`config.mk`:
```
export PLATFORM = sky130hd
export DESIGN_NAME = pio_bridge
export DESIGN_NICKNAME = d
export VERILOG_FILES = /design/src/rtl/pio_bridge_pkg.sv /design/src/rtl/pio_addr_decode.sv /design/src/rtl/pio_ctrl_regs.sv /design/src/rtl/pio_irq_ctrl.sv /design/src/rtl/pio_read_mux.sv /design/src/rtl/pio_bridge.sv
export SDC_FILE = /design/constraint.sdc
export NUM_CORES = 1
export LEC_CHECK = 0
export CAP_MARGIN = 10
export CORE_MARGIN = 2
export CORE_UTILIZATION = 38
export CTS_CLUSTER_DIAMETER = 80
export DETAILED_ROUTE_END_ITERATION = 8
export PLACE_DENSITY = 0.89
export SETUP_SLACK_MARGIN = 0.4
export SYNTH_ARGS = -nofsm -noshare
export SYNTH_HDL_FRONTEND = slang
export SYNTH_SLANG_ARGS = --single-unit
export TNS_END_PERCENT = 1
```
`constraint.sdc`:
```
create_clock -name clk -period 1.64 [get_ports clk]
set_clock_uncertainty 0.05 [all_clocks]
set_input_delay 0.246 -clock clk [delete_from_list [all_inputs] [get_ports clk]]
set_output_delay 0.246 -clock clk [all_outputs]
set_load 0.02 [all_outputs]
```
`src/rtl/pio_bridge_pkg.sv`:
```
// Package: port numbers and status bit positions shared by the bridge modules.
// Assumes ports are numbered consecutively from zero.
package pio_bridge_pkg;
    localparam int NUM_PORTS  = 6;
    localparam int P_RXDATA   = 0;
    localparam int P_STATUS   = 1;
    localparam int P_TXDATA   = 2;
    localparam int P_GPIN     = 3;
    localparam int P_GPOUT    = 4;
    localparam int P_IRQEN    = 5;
    localparam int ST_RXNE    = 0;
    localparam int ST_TXFULL  = 1;
    localparam int ST_TXHALF  = 2;
    localparam int ST_OVF     = 7;
endpackage

```
`src/rtl/pio_addr_decode.sv`:
```
// Address decoder: one select line per mapped port, qualified by each strobe.
// Assumes port_addr is stable while a strobe is high.
module pio_addr_decode
    import pio_bridge_pkg::*;
#(
    parameter int ADDR_W = 8
) (
    input  logic [ADDR_W-1:0]    port_addr,
    input  logic                 wr_stb,
    input  logic                 rd_stb,
    output logic [NUM_PORTS-1:0] sel,
    output logic [NUM_PORTS-1:0] wr_sel,
    output logic [NUM_PORTS-1:0] rd_sel
);
    // One comparator per mapped port.
    for (genvar i = 0; i < NUM_PORTS; i++) begin : g_port
        assign sel[i]    = (port_addr == ADDR_W'(i));
        assign wr_sel[i] = sel[i] & wr_stb;
        assign rd_sel[i] = sel[i] & rd_stb;
    end
endmodule

```
`src/rtl/pio_ctrl_regs.sv`:
```
// Control registers: output register, interrupt enable, sticky overflow and transmit push.
// Assumes wr_sel/rd_sel are single-cycle strobes from the decoder.
module pio_ctrl_regs
    import pio_bridge_pkg::*;
#(
    parameter int DATA_W = 8
) (
    input  logic                 clk,
    input  logic                 rst_n,
    input  logic [NUM_PORTS-1:0] wr_sel,
    input  logic [NUM_PORTS-1:0] rd_sel,
    input  logic [DATA_W-1:0]    out_data,
    input  logic                 tx_full,
    output logic                 tx_push,
    output logic [DATA_W-1:0]    tx_wdata,
    output logic [DATA_W-1:0]    gpio_out,
    output logic [DATA_W-1:0]    irq_en,
    output logic                 ovf
);
    // Transmit push: only when the FIFO has room.
    assign tx_push  = wr_sel[P_TXDATA] & ~tx_full;
    assign tx_wdata = out_data;

    // Output register and interrupt enable register updates.
    always_ff @(posedge clk) begin
        if (!rst_n) begin
            gpio_out <= '0;
            irq_en   <= '0;
        end else begin
            if (wr_sel[P_GPOUT]) gpio_out <= out_data;
            if (wr_sel[P_IRQEN]) irq_en   <= out_data;
        end
    end

    // Sticky overflow: set on dropped write, cleared by status read; set wins.
    always_ff @(posedge clk) begin
        if (!rst_n)                            ovf <= 1'b0;
        else if (wr_sel[P_TXDATA] && tx_full)  ovf <= 1'b1;
        else if (rd_sel[P_STATUS])             ovf <= 1'b0;
    end

    p_ovf_set_r6: assert property (@(posedge clk) disable iff (!rst_n)
        (wr_sel[P_TXDATA] && tx_full) |=> ovf);
    p_ovf_hold_r6: assert property (@(posedge clk) disable iff (!rst_n)
        (ovf && !rd_sel[P_STATUS]) |=> ovf);
    p_gpio_hold_r10: assert property (@(posedge clk) disable iff (!rst_n)
        !wr_sel[P_GPOUT] |=> $stable(gpio_out));
    p_irqen_hold_r10: assert property (@(posedge clk) disable iff (!rst_n)
        !wr_sel[P_IRQEN] |=> $stable(irq_en));
endmodule

```
`src/rtl/pio_irq_ctrl.sv`:
```
// Interrupt controller: raises irq on a rising receive non-empty flag when enabled,
// holds it until acknowledged. Assumes irq_ack is a single-cycle pulse.
module pio_irq_ctrl (
    input  logic clk,
    input  logic rst_n,
    input  logic rx_valid,
    input  logic enable,
    input  logic irq_ack,
    output logic irq
);
    logic rx_prev;
    logic set_ev;

    assign set_ev = rx_valid & ~rx_prev & enable;

    // Edge detector history for the receive non-empty flag.
    always_ff @(posedge clk) begin
        if (!rst_n) rx_prev <= 1'b0;
        else        rx_prev <= rx_valid;
    end

    // Request register: a new event wins over an acknowledge.
    always_ff @(posedge clk) begin
        if (!rst_n)       irq <= 1'b0;
        else if (set_ev)  irq <= 1'b1;
        else if (irq_ack) irq <= 1'b0;
    end

    p_irq_hold_r9: assert property (@(posedge clk) disable iff (!rst_n)
        (irq && !irq_ack) |=> irq);
    p_irq_needs_en_r8: assert property (@(posedge clk) disable iff (!rst_n)
        $rose(irq) |-> $past(enable));
endmodule

```
`src/rtl/pio_read_mux.sv`:
```
// Read path: selects input data from the address every cycle and pops the receive FIFO.
// Assumes rx_rdata is valid whenever rx_valid is high.
module pio_read_mux
    import pio_bridge_pkg::*;
#(
    parameter int DATA_W = 8
) (
    input  logic [NUM_PORTS-1:0] sel,
    input  logic [NUM_PORTS-1:0] rd_sel,
    input  logic                 rx_valid,
    input  logic [DATA_W-1:0]    rx_rdata,
    input  logic [DATA_W-1:0]    status,
    input  logic [DATA_W-1:0]    gpio_in,
    input  logic [DATA_W-1:0]    gpio_out,
    input  logic [DATA_W-1:0]    irq_en,
    output logic [DATA_W-1:0]    in_data,
    output logic                 rx_pop
);
    // Pop only when a byte is present.
    assign rx_pop = rd_sel[P_RXDATA] & rx_valid;

    // Combinational data select; unmapped ports read zero.
    always_comb begin
        in_data = '0;
        if (sel[P_RXDATA] && rx_valid) in_data = rx_rdata;
        if (sel[P_STATUS])             in_data = status;
        if (sel[P_GPIN])               in_data = gpio_in;
        if (sel[P_GPOUT])              in_data = gpio_out;
        if (sel[P_IRQEN])              in_data = irq_en;
    end
endmodule

```
`src/rtl/pio_bridge.sv`:
```
// Top: connects the processor I/O bus to transmit/receive FIFO endpoints and GPIO.
// Assumes strobes come in the second cycle of two-cycle I/O instructions.
module pio_bridge
    import pio_bridge_pkg::*;
#(
    parameter int ADDR_W = 8,
    parameter int DATA_W = 8
) (
    input  logic              clk,
    input  logic              rst_n,
    input  logic [ADDR_W-1:0] port_addr,
    input  logic [DATA_W-1:0] out_data,
    input  logic              wr_stb,
    input  logic              rd_stb,
    output logic [DATA_W-1:0] in_data,
    output logic              irq,
    input  logic              irq_ack,
    output logic              tx_push,
    output logic [DATA_W-1:0] tx_wdata,
    input  logic              tx_full,
    input  logic              tx_half,
    input  logic              rx_valid,
    input  logic [DATA_W-1:0] rx_rdata,
    output logic              rx_pop,
    input  logic [DATA_W-1:0] gpio_in,
    output logic [DATA_W-1:0] gpio_out
);
    logic [NUM_PORTS-1:0] sel, wr_sel, rd_sel;
    logic [DATA_W-1:0]    irq_en;
    logic [DATA_W-1:0]    status;
    logic                 ovf;

    // Status word assembly.
    always_comb begin
        status            = '0;
        status[ST_RXNE]   = rx_valid;
        status[ST_TXFULL] = tx_full;
        status[ST_TXHALF] = tx_half;
        status[ST_OVF]    = ovf;
    end

    pio_addr_decode #(.ADDR_W(ADDR_W)) u_dec (
        .port_addr(port_addr), .wr_stb(wr_stb), .rd_stb(rd_stb),
        .sel(sel), .wr_sel(wr_sel), .rd_sel(rd_sel)
    );

    pio_ctrl_regs #(.DATA_W(DATA_W)) u_regs (
        .clk(clk), .rst_n(rst_n), .wr_sel(wr_sel), .rd_sel(rd_sel),
        .out_data(out_data), .tx_full(tx_full), .tx_push(tx_push),
        .tx_wdata(tx_wdata), .gpio_out(gpio_out), .irq_en(irq_en), .ovf(ovf)
    );

    pio_irq_ctrl u_irq (
        .clk(clk), .rst_n(rst_n), .rx_valid(rx_valid),
        .enable(irq_en[0]), .irq_ack(irq_ack), .irq(irq)
    );

    pio_read_mux #(.DATA_W(DATA_W)) u_rd (
        .sel(sel), .rd_sel(rd_sel), .rx_valid(rx_valid), .rx_rdata(rx_rdata),
        .status(status), .gpio_in(gpio_in), .gpio_out(gpio_out), .irq_en(irq_en),
        .in_data(in_data), .rx_pop(rx_pop)
    );

    p_empty_read_zero_r7: assert property (@(posedge clk) disable iff (!rst_n)
        (rd_stb && port_addr == ADDR_W'(P_RXDATA) && !rx_valid) |-> (in_data == '0 && !rx_pop));
    p_no_push_full_r4: assert property (@(posedge clk) disable iff (!rst_n)
        tx_push |-> (wr_stb && !tx_full));
    p_pop_only_rx_r10: assert property (@(posedge clk) disable iff (!rst_n)
        rx_pop |-> (rd_stb && port_addr == ADDR_W'(P_RXDATA)));
endmodule

```
# Word level (Yosys, flattened, before mapping)
# Index checks and enable logic that the tools add are counted.
# op_classes
bitwise_logic	11
eq_ne	5
muxes	9
reduce_logical	5
# ops
operator	n
8-bit 2-to-1 mux	5
8-bit by 2-bit == test with 1-bit output, second input constant	2
8-bit by 3-bit == test with 1-bit output, second input constant	2
1-bit AND	9
8-bit by 1-bit == test with 1-bit output, second input constant	1
8-bit logical NOT	1
1-bit 2-to-1 mux	4
2-bit nonzero test	2
1-bit logical AND	2
1-bit inverter	2
# word_totals
input_bits	40
wordCells	35
register_bits	19
output_inout_bits	27

# Longest topological paths before layout
# Gate-level depths: netlist of run 1.
# depth
depth_word	7
depth_mapped	5
depth_no_buf	4

# Cells and area by module
# A second synthesis of run 1 with hierarchy kept.
# unflattened
cells_unflattened	154
hier_area_um2	1347.5
# modules_own_cells
module	n_inst	cells_each	area_per_inst_um2
pio_ctrl_regs	1	64	711.9
pio_read_mux	1	50	370.4
pio_addr_decode	1	33	195.2
pio_irq_ctrl	1	6	66.3
pio_bridge	1	1	3.8

# Worst setup path before layout of run 1
# Ideal clock, no wire load.
# synth_path
kind	input port to output port
startpoint	input port_addr[7]
endpoint	output tx_push
t_arrival_ns	1.461
required_ns	1.344
stages	4
setup_slack_ns	-0.117
path_cell_list	nor4_2 -> nand2b_1 -> or2_2 -> nor3_1
# synth_via
elab_chain_cells	3
# synth_rtl
element	line_no	text
start: declaration	pio_bridge.sv:11	input logic [ADDR_W-1:0] port_addr,
8-bit by 2-bit == test with 1-bit output	pio_addr_decode.sv:17	assign sel[i] = (port_addr == ADDR_W'(i));
1-bit AND	pio_addr_decode.sv:18	assign wr_sel[i] = sel[i] & wr_stb;
1-bit AND	pio_ctrl_regs.sv:21	assign tx_push = wr_sel[P_TXDATA] & ~tx_full;
end: declaration	pio_bridge.sv:18	output logic tx_push,
# No other way between the ends.

# Worst setup path after layout of run 1
# layout_path
startpoint	input tx_half
endpoint	output in_data[2]
# layout_via
elab_chain_cells	4
# layout_rtl
element	line_no	text
start: declaration	pio_bridge.sv:21	input logic tx_half,
8-bit 2-to-1 mux	pio_read_mux.sv:26	if (sel[P_STATUS]) in_data = status;
8-bit 2-to-1 mux	pio_read_mux.sv:27	if (sel[P_GPIN]) in_data = gpio_in;
8-bit 2-to-1 mux	pio_read_mux.sv:28	if (sel[P_GPOUT]) in_data = gpio_out;
8-bit 2-to-1 mux	pio_read_mux.sv:29	if (sel[P_IRQEN]) in_data = irq_en;
end: declaration	pio_bridge.sv:15	output logic [DATA_W-1:0] in_data,
# No other way between the ends.

==> impl_metrics.json, run 1 <==
{
  "setup_slack_ns": -0.0548,
  "cap_violations": 0,
  "hold_violations": 0,
  "grt_max_degree": 29,
  "cp_top_family": "buffers and inverters",
  "rsz0062_at_grt": "true",
  "port_buffers": 66,
  "vias": 1403,
  "fin_cells": 271,
  "synth.net_count": 185,
  "syn_to_final_growth_pct": 88.2,
  "drv_slew": 0,
  "critPathKind": "input pin to output port",
  "hpwl_um": 2820,
  "min_period_ns": 1.69,
  "slowest_stage": "clkdlybuf4s50_1",
  "grt_pass1_vias": 1460,
  "hp-class": "input pin to flop",
  "grt_overflow": 0,
  "finalSetupViolations": 4,
  "initial_utilization_pct": 39.6,
  "slowest_delay_ns": 0.41,
  "syn_inst": 145,
  "io_pins": 67,
  "seq_area_frac_synth_pct": 31.7,
  "synth.most_common_cell": "nand2_1",
  "cp-end-kind": "output port",
  "routedWlPerCell_um": 15.8,
  "critical_path_buf_inv_count": 2,
  "p_int_mw": 0.733,
  "die_w_um": 60.2,
  "synth_fa_ha_area_share_pct": 0,
  "crit_path_start_kind": "input pin",
  "routabilityCongestion": 0.775,
  "violations": "setup timing",
  "synthTopCellsByCount": "nand2_1, dfxtp_1, mux2i_1",
  "ys_warn_count": 0,
  "ant_nets": 0,
  "placed_cells": 264,
  "p_seq_share_pct": 45.5,
  "vias_per_cell": 5.18,
  "initialDrtViolationCount": 84,
  "clkTransAtPathRegs_ns": 0.10,
  "grt_use_total_pct": 24.0,
  "antenna_cells": 0,
  "max_slew_margin_pct": 78.8,
  "cts_inserted_buffers": 3,
  "synth_cell_type_count": 32,
  "dieHeight_um": 60.2,
  "yosysTopAreaCellShare_pct": 31.7,
  "netSwitchingPower_mw": 0.286,
  "routed_wl_um": 4290,
  "cts_root_buffer": "clkbuf_4",
  "ys_ff_latch": 19,
  "synth_ff_type": "dfxtp_1",
  "async_reset_ff_share_pct": 0,
  "required_ns": 1.34,
  "powerDensity_nw_per_um2": 452,
  "power_frac_comb_pct": 31.1,
  "synth_area_um2": 1200,
  "core-area_um2": 3030,
  "drt_pre_antenna_iters": 4,
  "synth_top_cell_by_area": "dfxtp_1",
  "pwr-share-clk_pct": 23.4,
  "cts_sinks": 19,
  "fin_hold_ws_ns": 0.282,
  "avgSynthCellArea_um2": 8.27,
  "cts_hold_buf": 0,
  "drive_gt1_share_pct": 48.0,
  "nets": 268,
  "htree_levels": 1,
  "worstPathCellList": "clkdlybuf4s50_1 -> mux2_2 -> a22oi_2 -> o32ai_4 -> buf_6",
  "clock.fmax_ghz": 0.590,
  "insertion_delay_ns": 0.29,
  "synth_area_leaders": "dfxtp_1, mux2i_1, nand2_1",
  "tightestPinTransition_ns": 0.318,
  "cts_buffer_depth": 2,
  "row_count": 20,
  "synth-xor-area-share_pct": 0,
  "antenna_found_initial": 0,
  "leakagePower_nw": 0.921,
  "cts_tree": "done",
  "critPathMaxFanout": 1,
  "sw_frac_of_total_pct": 28.1,
  "synth-simple-area-share_pct": 24.7,
  "peakVddDrop_mv": 0.391,
  "drc_errors": 0,
  "synth.mux.area_fraction_pct": 17.1,
  "period_share_pct": 103,
  "grt_pass1_wl_um": 6440,
  "synth_edf_count": 0,
  "cp.arrival_ns": 1.40,
  "die_area_um2": 3620,
  "synth_compound_area_share_pct": 17.4,
  "status": "finished, violations left",
  "synth_top_family_by_area": "simple AND/OR/NAND/NOR gates"
}
==> placed cells by master (no fill, tap or decap), types with 3 or more instances in the layout <==
master,n
a21oi_1,4
a21oi_2,6
a22oi_2,3
buf_2,17
buf_4,25
buf_6,17
clkbuf_4,3
clkdlybuf4s50_1,26
dfxtp_1,15
dfxtp_2,4
dlygate4sd2_1,5
mux2_4,3
mux2i_1,14
nand2_1,32
nor4bb_4,3
o21ai_1,5
o2bb2ai_2,5
==> state kept, by name, indices dropped and copies added, names as in the netlist <==
signal,count
u_irq.irq,1
u_regs.ovf,1
u_regs.irq_en,8
u_irq.rx_prev,1
u_regs.gpio_out,8
==> power by group through the flow <==
stage	combinational (mW)	clock (mW)	sequential (mW)
after CTS	0.297	0.249	0.464
after detailed placement	0.277	0	0.474
final	0.317	0.238	0.463
after global placement	0.272	0	0.474
after global routing	0.332	0.267	0.464
after floorplan	0.113	0	0.474
==> timing repair <==
item	4_1_cts	5_1_grt
cloned	1	0
endpoints found under the setup margin	44	31
pin swaps	22	9
setup buffers	2	0
gates resized for setup	196	19
==> metrics by stage <==
stage	area (um2)	utilization [%]	TNS (ns)	power [mW]	worst slack (ns)
final	2260	74.5	-0.106	1.02	-0.0548
after global routing	2260	74.5	-0.374	1.06	-0.113
after CTS	2190	72.2	-0.0307	1.01	-0.0112
after detailed placement	2110	69.6	-15.03	0.751	-0.902
after global placement	2110	69.6	-14.07	0.746	-0.824
after floorplan	1270	-	0	0.587	0.136
==> layer usage <==
metal,vias to the layer above,share of wire [%],GRT usage [%]
met5,-,0,0
met4,0,2.9,13.3
met3,16,5.2,6.06
met2,52,50,40.5
met1,665,42,27.3
li1,670,-,-
==> kinds of logic (layout without fill, tap and decap cells) <==
| kind of cell | after synthesis | after routing |
|---|---|---|
| compound gates | 32 | 32 |
| buf+inv | 19 | 101 |
| mux | 20 | 20 |
| flops | 19 | 19 |
| simple gates | 55 | 55 |
==> worst register-to-register path: stages (launching register included) <==
cell and delay (ns):
dfxtp_2 0.36, buf_4 0.11, nand2_1 0.05, mux2i_2 0.16
==> cell type report <==
cell class                      instances  area, um2
Multi-Input combinational cell        107        937
Inverter                                2       7.51
Clock buffer                            4       26.3
Tap cell                               44       55.1
Sequential cell                        19        385
Fill cell                             223        772
Timing Repair Buffer                   95        845
==> path summary, 6_finish.rpt <==
path | startpoint | endpoint | slack, ns | depth (start not counted)
max | tx_half | in_data[2] | -0.05 | 5
min | rx_valid | u_irq.rx_prev | 0.28 | 3
max reg2reg | u_regs.gpio_out[2] | u_regs.gpio_out[2] | 0.83 | 3
min reg2reg | u_regs.irq_en[5] | u_regs.irq_en[5] | 0.42 | 2
No activity file was read; power rests on OpenSTA's default activity.
==> run 2: changes to the inputs <==
SETUP_SLACK_MARGIN = unset   (was 0.4)
==> run 2 against run 1 <==
The run still ends with setup timing left. Die area is the same. Count of clock-buffer cells in the layout is the same. First-iteration DRC count shrank 55%. Clock power shrank 4%. Setup slack gained 0.030 ns. Sequential cell count is the same. Via count shrank 3.2%. Global-route usage shrank 3.5 points. Register-to-register slack is essentially flat. Wire length shrank 12%. Sequential share of layout area grew 1.3 points.
==> impl_metrics.json, run 2 (synthesis gave the netlist of run 1 again) <==
{
  "grt_max_degree": 17,
  "grt_pass1_wl_um": 5700,
  "die_w_um": 60.2,
  "cap_violations": 0,
  "insertion_delay_ns": 0.28,
  "drt_pre_antenna_iters": 4,
  "cp-end-kind": "output port",
  "final_cell_mix": "nand2_1, clkdlybuf4s50_1, buf_4, dfxtp_1, mux2i_1",
  "critical_path_buf_inv_count": 1,
  "regToRegStartpoint": "u_regs.ovf",
  "period_share_pct": 101,
  "max_slew_margin_pct": 69.9,
  "nets": 263,
  "slowest_delay_ns": 0.34,
  "violations": "setup timing",
  "grt_use_total_pct": 20.5,
  "ant_nets": 0,
  "dieHeight_um": 60.2,
  "multi_input_comb_area_um2": 785,
  "tns_ns": -0.0548,
  "drive_gt1_share_pct": 29.7,
  "core-area_um2": 3030,
  "vias": 1358,
  "hp-class": "input pin to flop",
  "post-route-util_pct": 68.6,
  "cp.arrival_ns": 1.37,
  "status": "finished, violations left",
  "slowest_stage": "dfxtp_2",
  "hold_start": "port_addr[6]",
  "grt_overflow": 0,
  "placed_cells": 258,
  "antenna_cells": 0,
  "fin_hold_ws_ns": 0.381,
  "rsz0062_at_grt": "true",
  "min_period_ns": 1.66,
  "reg_top3": "u_regs.gpio_out: 8 flops, u_regs.irq_en: 8 flops",
  "peakVddDrop_mv": 0.485,
  "die_area_um2": 3620,
  "cts_tree": "done",
  "grt_pass1_vias": 1319,
  "nFillCells": 246,
  "port_buffers": 66,
  "cts_root_buffer": "clkbuf_4",
  "cts_inserted_buffers": 3,
  "cp_top_family": "flip-flops",
  "critPathMaxFanout": 2,
  "worstPathCellList": "mux2_2 -> a22oi_2 -> o22a_1 -> nor2_1 -> buf_4",
  "crit_path_start_kind": "flop",
  "leakagePower_nw": 0.911,
  "place_ws_ns": -0.910,
  "hold_violations": 0,
  "clkTransAtPathRegs_ns": 0.10,
  "drv_slew": 0,
  "finalSetupViolations": 3,
  "initial_utilization_pct": 39.6,
  "antenna_found_initial": 0,
  "routed_wl_um": 3760,
  "placed_area_um2": 1970,
  "row_count": 20,
  "required_ns": 1.34,
  "io_pins": 67,
  "syn_to_final_growth_pct": 73.4,
  "routabilityCongestion": 0.784,
  "htree_levels": 1,
  "vias_per_cell": 5.11,
  "hpwl_um": 2710,
  "seq_area_um2": 382,
  "cts_hold_buf": 0,
  "drc_errors": 0,
  "powerDensity_nw_per_um2": 464,
  "cts_sinks": 19,
  "clock.fmax_ghz": 0.601,
  "fin_cells": 266,
  "layout_commonest_cell": "nand2_1",
  "cts_buffer_depth": 2,
  "tightestPinTransition_ns": 0.446,
  "setup_slack_ns": -0.0245,
  "critPathKind": "flop to output port",
  "final_area_um2": 2080,
  "worstSetupStartpoint": "u_regs.gpio_out[7]",
  "initialDrtViolationCount": 38,
  "routedWlPerCell_um": 14.1,
  "total_power_mw": 0.964
}
## run 2: cell count changes in the layout (fill, tap and decap cells not counted), sizes merged
cell and delta:
buf -24, clkbuf +3, clkdlybuf4s15 -1, clkdlybuf4s50 +5
dlygate4sd2 +4, dlymetal6s2s +8
## run 2: worst reg2reg max path, delay by kind of cell, from the launching register on
kind            cells  cell delay (ns)
flops               1             0.36
compound gates      2             0.30
## run 2: routing by layer
layer  global-route usage (%)  share of wire (%)  vias to the layer above
met2                     36.8                 51                       56
li1                         -                  -                      667
met1                     25.2                 41                      631
met4                     4.44               0.69                        0
met5                        0                  0                        -
met3                     3.68                7.3                        4
## run 2: report_power, final
group | internal, mW | switching (mW)
clock network | 0.0945 | 0.135
logic | 0.156 | 0.115
registers | 0.463 | 0.000705
## run 2: layout make-up
cell class / count / area share (%)
clock buffers: 4 / 1.26
inverters: 2 / 0.361
flip-flops and latches: 19 / 18.4
well taps: 44 / 2.65
multi-input cells: 107 / 37.7
repair buffers: 90 / 39.6
## run 2: what timing repair did
item	4_1_cts	5_1_grt
setup endpoints to repair	26	16
gates resized for setup	101	22
cloned	0	1
setup buffers	0	3
pin swaps	7	10
## run 2: path summary, 6_finish.rpt
kind	to	slack, ns	cells after the start
worst max-delay path	in_data[7]	-0.02	5
worst min-delay path	u_regs.ovf	0.38	5
worst max register to register	u_regs.ovf	0.83	2
worst min register to register	u_regs.irq_en[5]	0.42	2
==> run 3: changes to the inputs <==
PLACE_DENSITY = 0.85   (was 0.89)
SLEW_MARGIN = 10   (was unset)
==> run 3 against run 2 <==
The run still ends with setup timing left. Total power up 0.74%. Cell count down 1.5%. Combinational power about the same. Critical path depth up 1. Maximum frequency down 0.82%. First-iteration DRC count up 42%. Cell area up 1.4%. Worst hold slack worse by 0.052 ns.
==> impl_metrics.json, run 3 (synthesis gave the netlist of run 1 again) <==
{
  "cts_sinks": 19,
  "port_buffers": 66,
  "hp-class": "input pin to flop",
  "min_period_ns": 1.68,
  "antenna_found_initial": 0,
  "initialDrtViolationCount": 54,
  "path_depth": 6,
  "peakVddDrop_mv": 0.341,
  "cts_root_buffer": "clkbuf_4",
  "r2r_end": "u_regs.gpio_out[2]",
  "total_power_mw": 0.971,
  "rsz0062_at_grt": "true",
  "drc_errors": 0,
  "hold_violations": 0,
  "fin_hold_ws_ns": 0.329,
  "status": "finished, violations left",
  "tns_ns": -0.0948,
  "layout_commonest_cell": "clkdlybuf4s50_1",
  "die_area_um2": 3620,
  "hold_start": "port_addr[6]",
  "powerDensity_nw_per_um2": 461,
  "cts_hold_buf": 0,
  "cts_inserted_buffers": 3,
  "final_cell_mix": "clkdlybuf4s50_1, nand2_1, buf_4, dfxtp_1, mux2i_1",
  "insertion_delay_ns": 0.29,
  "cap_violations": 0,
  "r2r_slack_ns": 0.86,
  "period_share_pct": 102,
  "drv_slew": 0,
  "placed_cells": 258,
  "slowest_delay_ns": 0.29,
  "regToRegStartpoint": "u_regs.gpio_out[2]",
  "syn_to_final_growth_pct": 75.8,
  "routed_wl_um": 3740,
  "grt_pass1_wl_um": 5970,
  "hpwl_um": 2820,
  "setup_slack_ns": -0.0383,
  "post-cts-setup-buffer-count": 0,
  "ant_nets": 0,
  "clkTransAtPathRegs_ns": 0.10,
  "die_w_um": 60.2,
  "cp-end-kind": "output port",
  "critical_path_buf_inv_count": 2,
  "nets": 259,
  "leakagePower_nw": 0.888,
  "vias_per_cell": 5.12,
  "cp_top_family": "compound AO/OA/AOI/OAI gates",
  "holdPathEnd": "u_regs.ovf",
  "crit_path_start_kind": "input pin",
  "worstPathCellList": "clkdlybuf4s15_2 -> or2_4 -> o2bb2ai_1 -> o21ai_2 -> a21oi_2 -> buf_4",
  "tightestPinTransition_ns": 0.400,
  "grt_pass1_vias": 1364,
  "required_ns": 1.34,
  "cts_tree": "done",
  "clock.fmax_ghz": 0.596,
  "antenna_cells": 0,
  "reg_top3": "u_regs.gpio_out: 8 flops, u_regs.irq_en: 8 flops",
  "htree_levels": 1,
  "min_path_cells": 5,
  "io_pins": 67,
  "critPathMaxFanout": 8,
  "violations": "setup timing",
  "row_count": 20,
  "fin_cells": 262,
  "grt_overflow": 0,
  "drt_pre_antenna_iters": 4,
  "grt_max_degree": 29,
  "slowest_stage": "or2_4",
  "core-area_um2": 3030,
  "vias": 1342,
  "drive_gt1_share_pct": 31.7,
  "cts_buffer_depth": 2,
  "grt_use_total_pct": 21.7,
  "routedWlPerCell_um": 14.3,
  "initial_utilization_pct": 39.6,
  "cp.arrival_ns": 1.38,
  "routabilityCongestion": 0.794,
  "finalSetupViolations": 5,
  "place_ws_ns": -0.887,
  "critPathKind": "input pin to output port",
  "dieHeight_um": 60.2,
  "worstRegToRegCells": 3,
  "max_slew_margin_pct": 73.0
}
-- run 3: cell type report --
class | count | area [um2]
sequential | 19 | 382
inverter | 2 | 7.51
tap | 44 | 55.1
timing repair buffer | 86 | 811
fill | 244 | 921
clock buffer | 4 | 26.3
multi-input combinational | 107 | 826
-- run 3: stage by stage --
stage	utilization [%]	instance area, um2
2_1_floorplan	-	1200
3_3_place_gp	65.5	1980
3_5_place_dp	65.5	1980
4_1_cts	68.1	2060
5_1_grt	69.6	2110
6_report	69.6	2110
-- run 3: routing by layer --
layer | GRT usage, % | part of all wire, % | up-vias
met1 | 27.2 | 42 | 637
met5 | 0 | 0 | -
met2 | 36.6 | 52 | 42
met4 | 6.35 | 0.56 | 0
li1 | - | - | 661
met3 | 5.19 | 5.7 | 2
-- run 3: repair_timing --
| action | 4_1_cts | 5_1_grt |
|---|---|---|
| gates resized for setup | 111 | 13 |
| setup endpoints to repair | 31 | 15 |
| hold endpoints to repair | 0 | 0 |
| pin swaps | 7 | 4 |
-- run 3: power breakdown --
| part | internal, mW | switching, mW |
|---|---|---|
| combinational | 0.156 | 0.117 |
| clock | 0.0946 | 0.140 |
| sequential | 0.463 | 0.000667 |
| total | 0.713 | 0.258 |
-- run 3: how the worst max path moves through the flow --
stage,from,endpoint,slack (ns)
floorplan,port_addr[7],in_data[1],-0.1
global placement,port_addr[0],in_data[0],-0.84
detailed placement,port_addr[0],in_data[2],-0.89
CTS,u_regs.gpio_out[7],in_data[7],-0.05
global route,port_addr[0],in_data[6],-0.09
finish,port_addr[0],in_data[6],-0.04
-- run 3: tightest hold or removal path: stages --
cell,delay [ns]
buf_6,0.07
nor4_4,0.04
nand2b_4,0.06
or2_4,0.14
o31ai_1,0.07
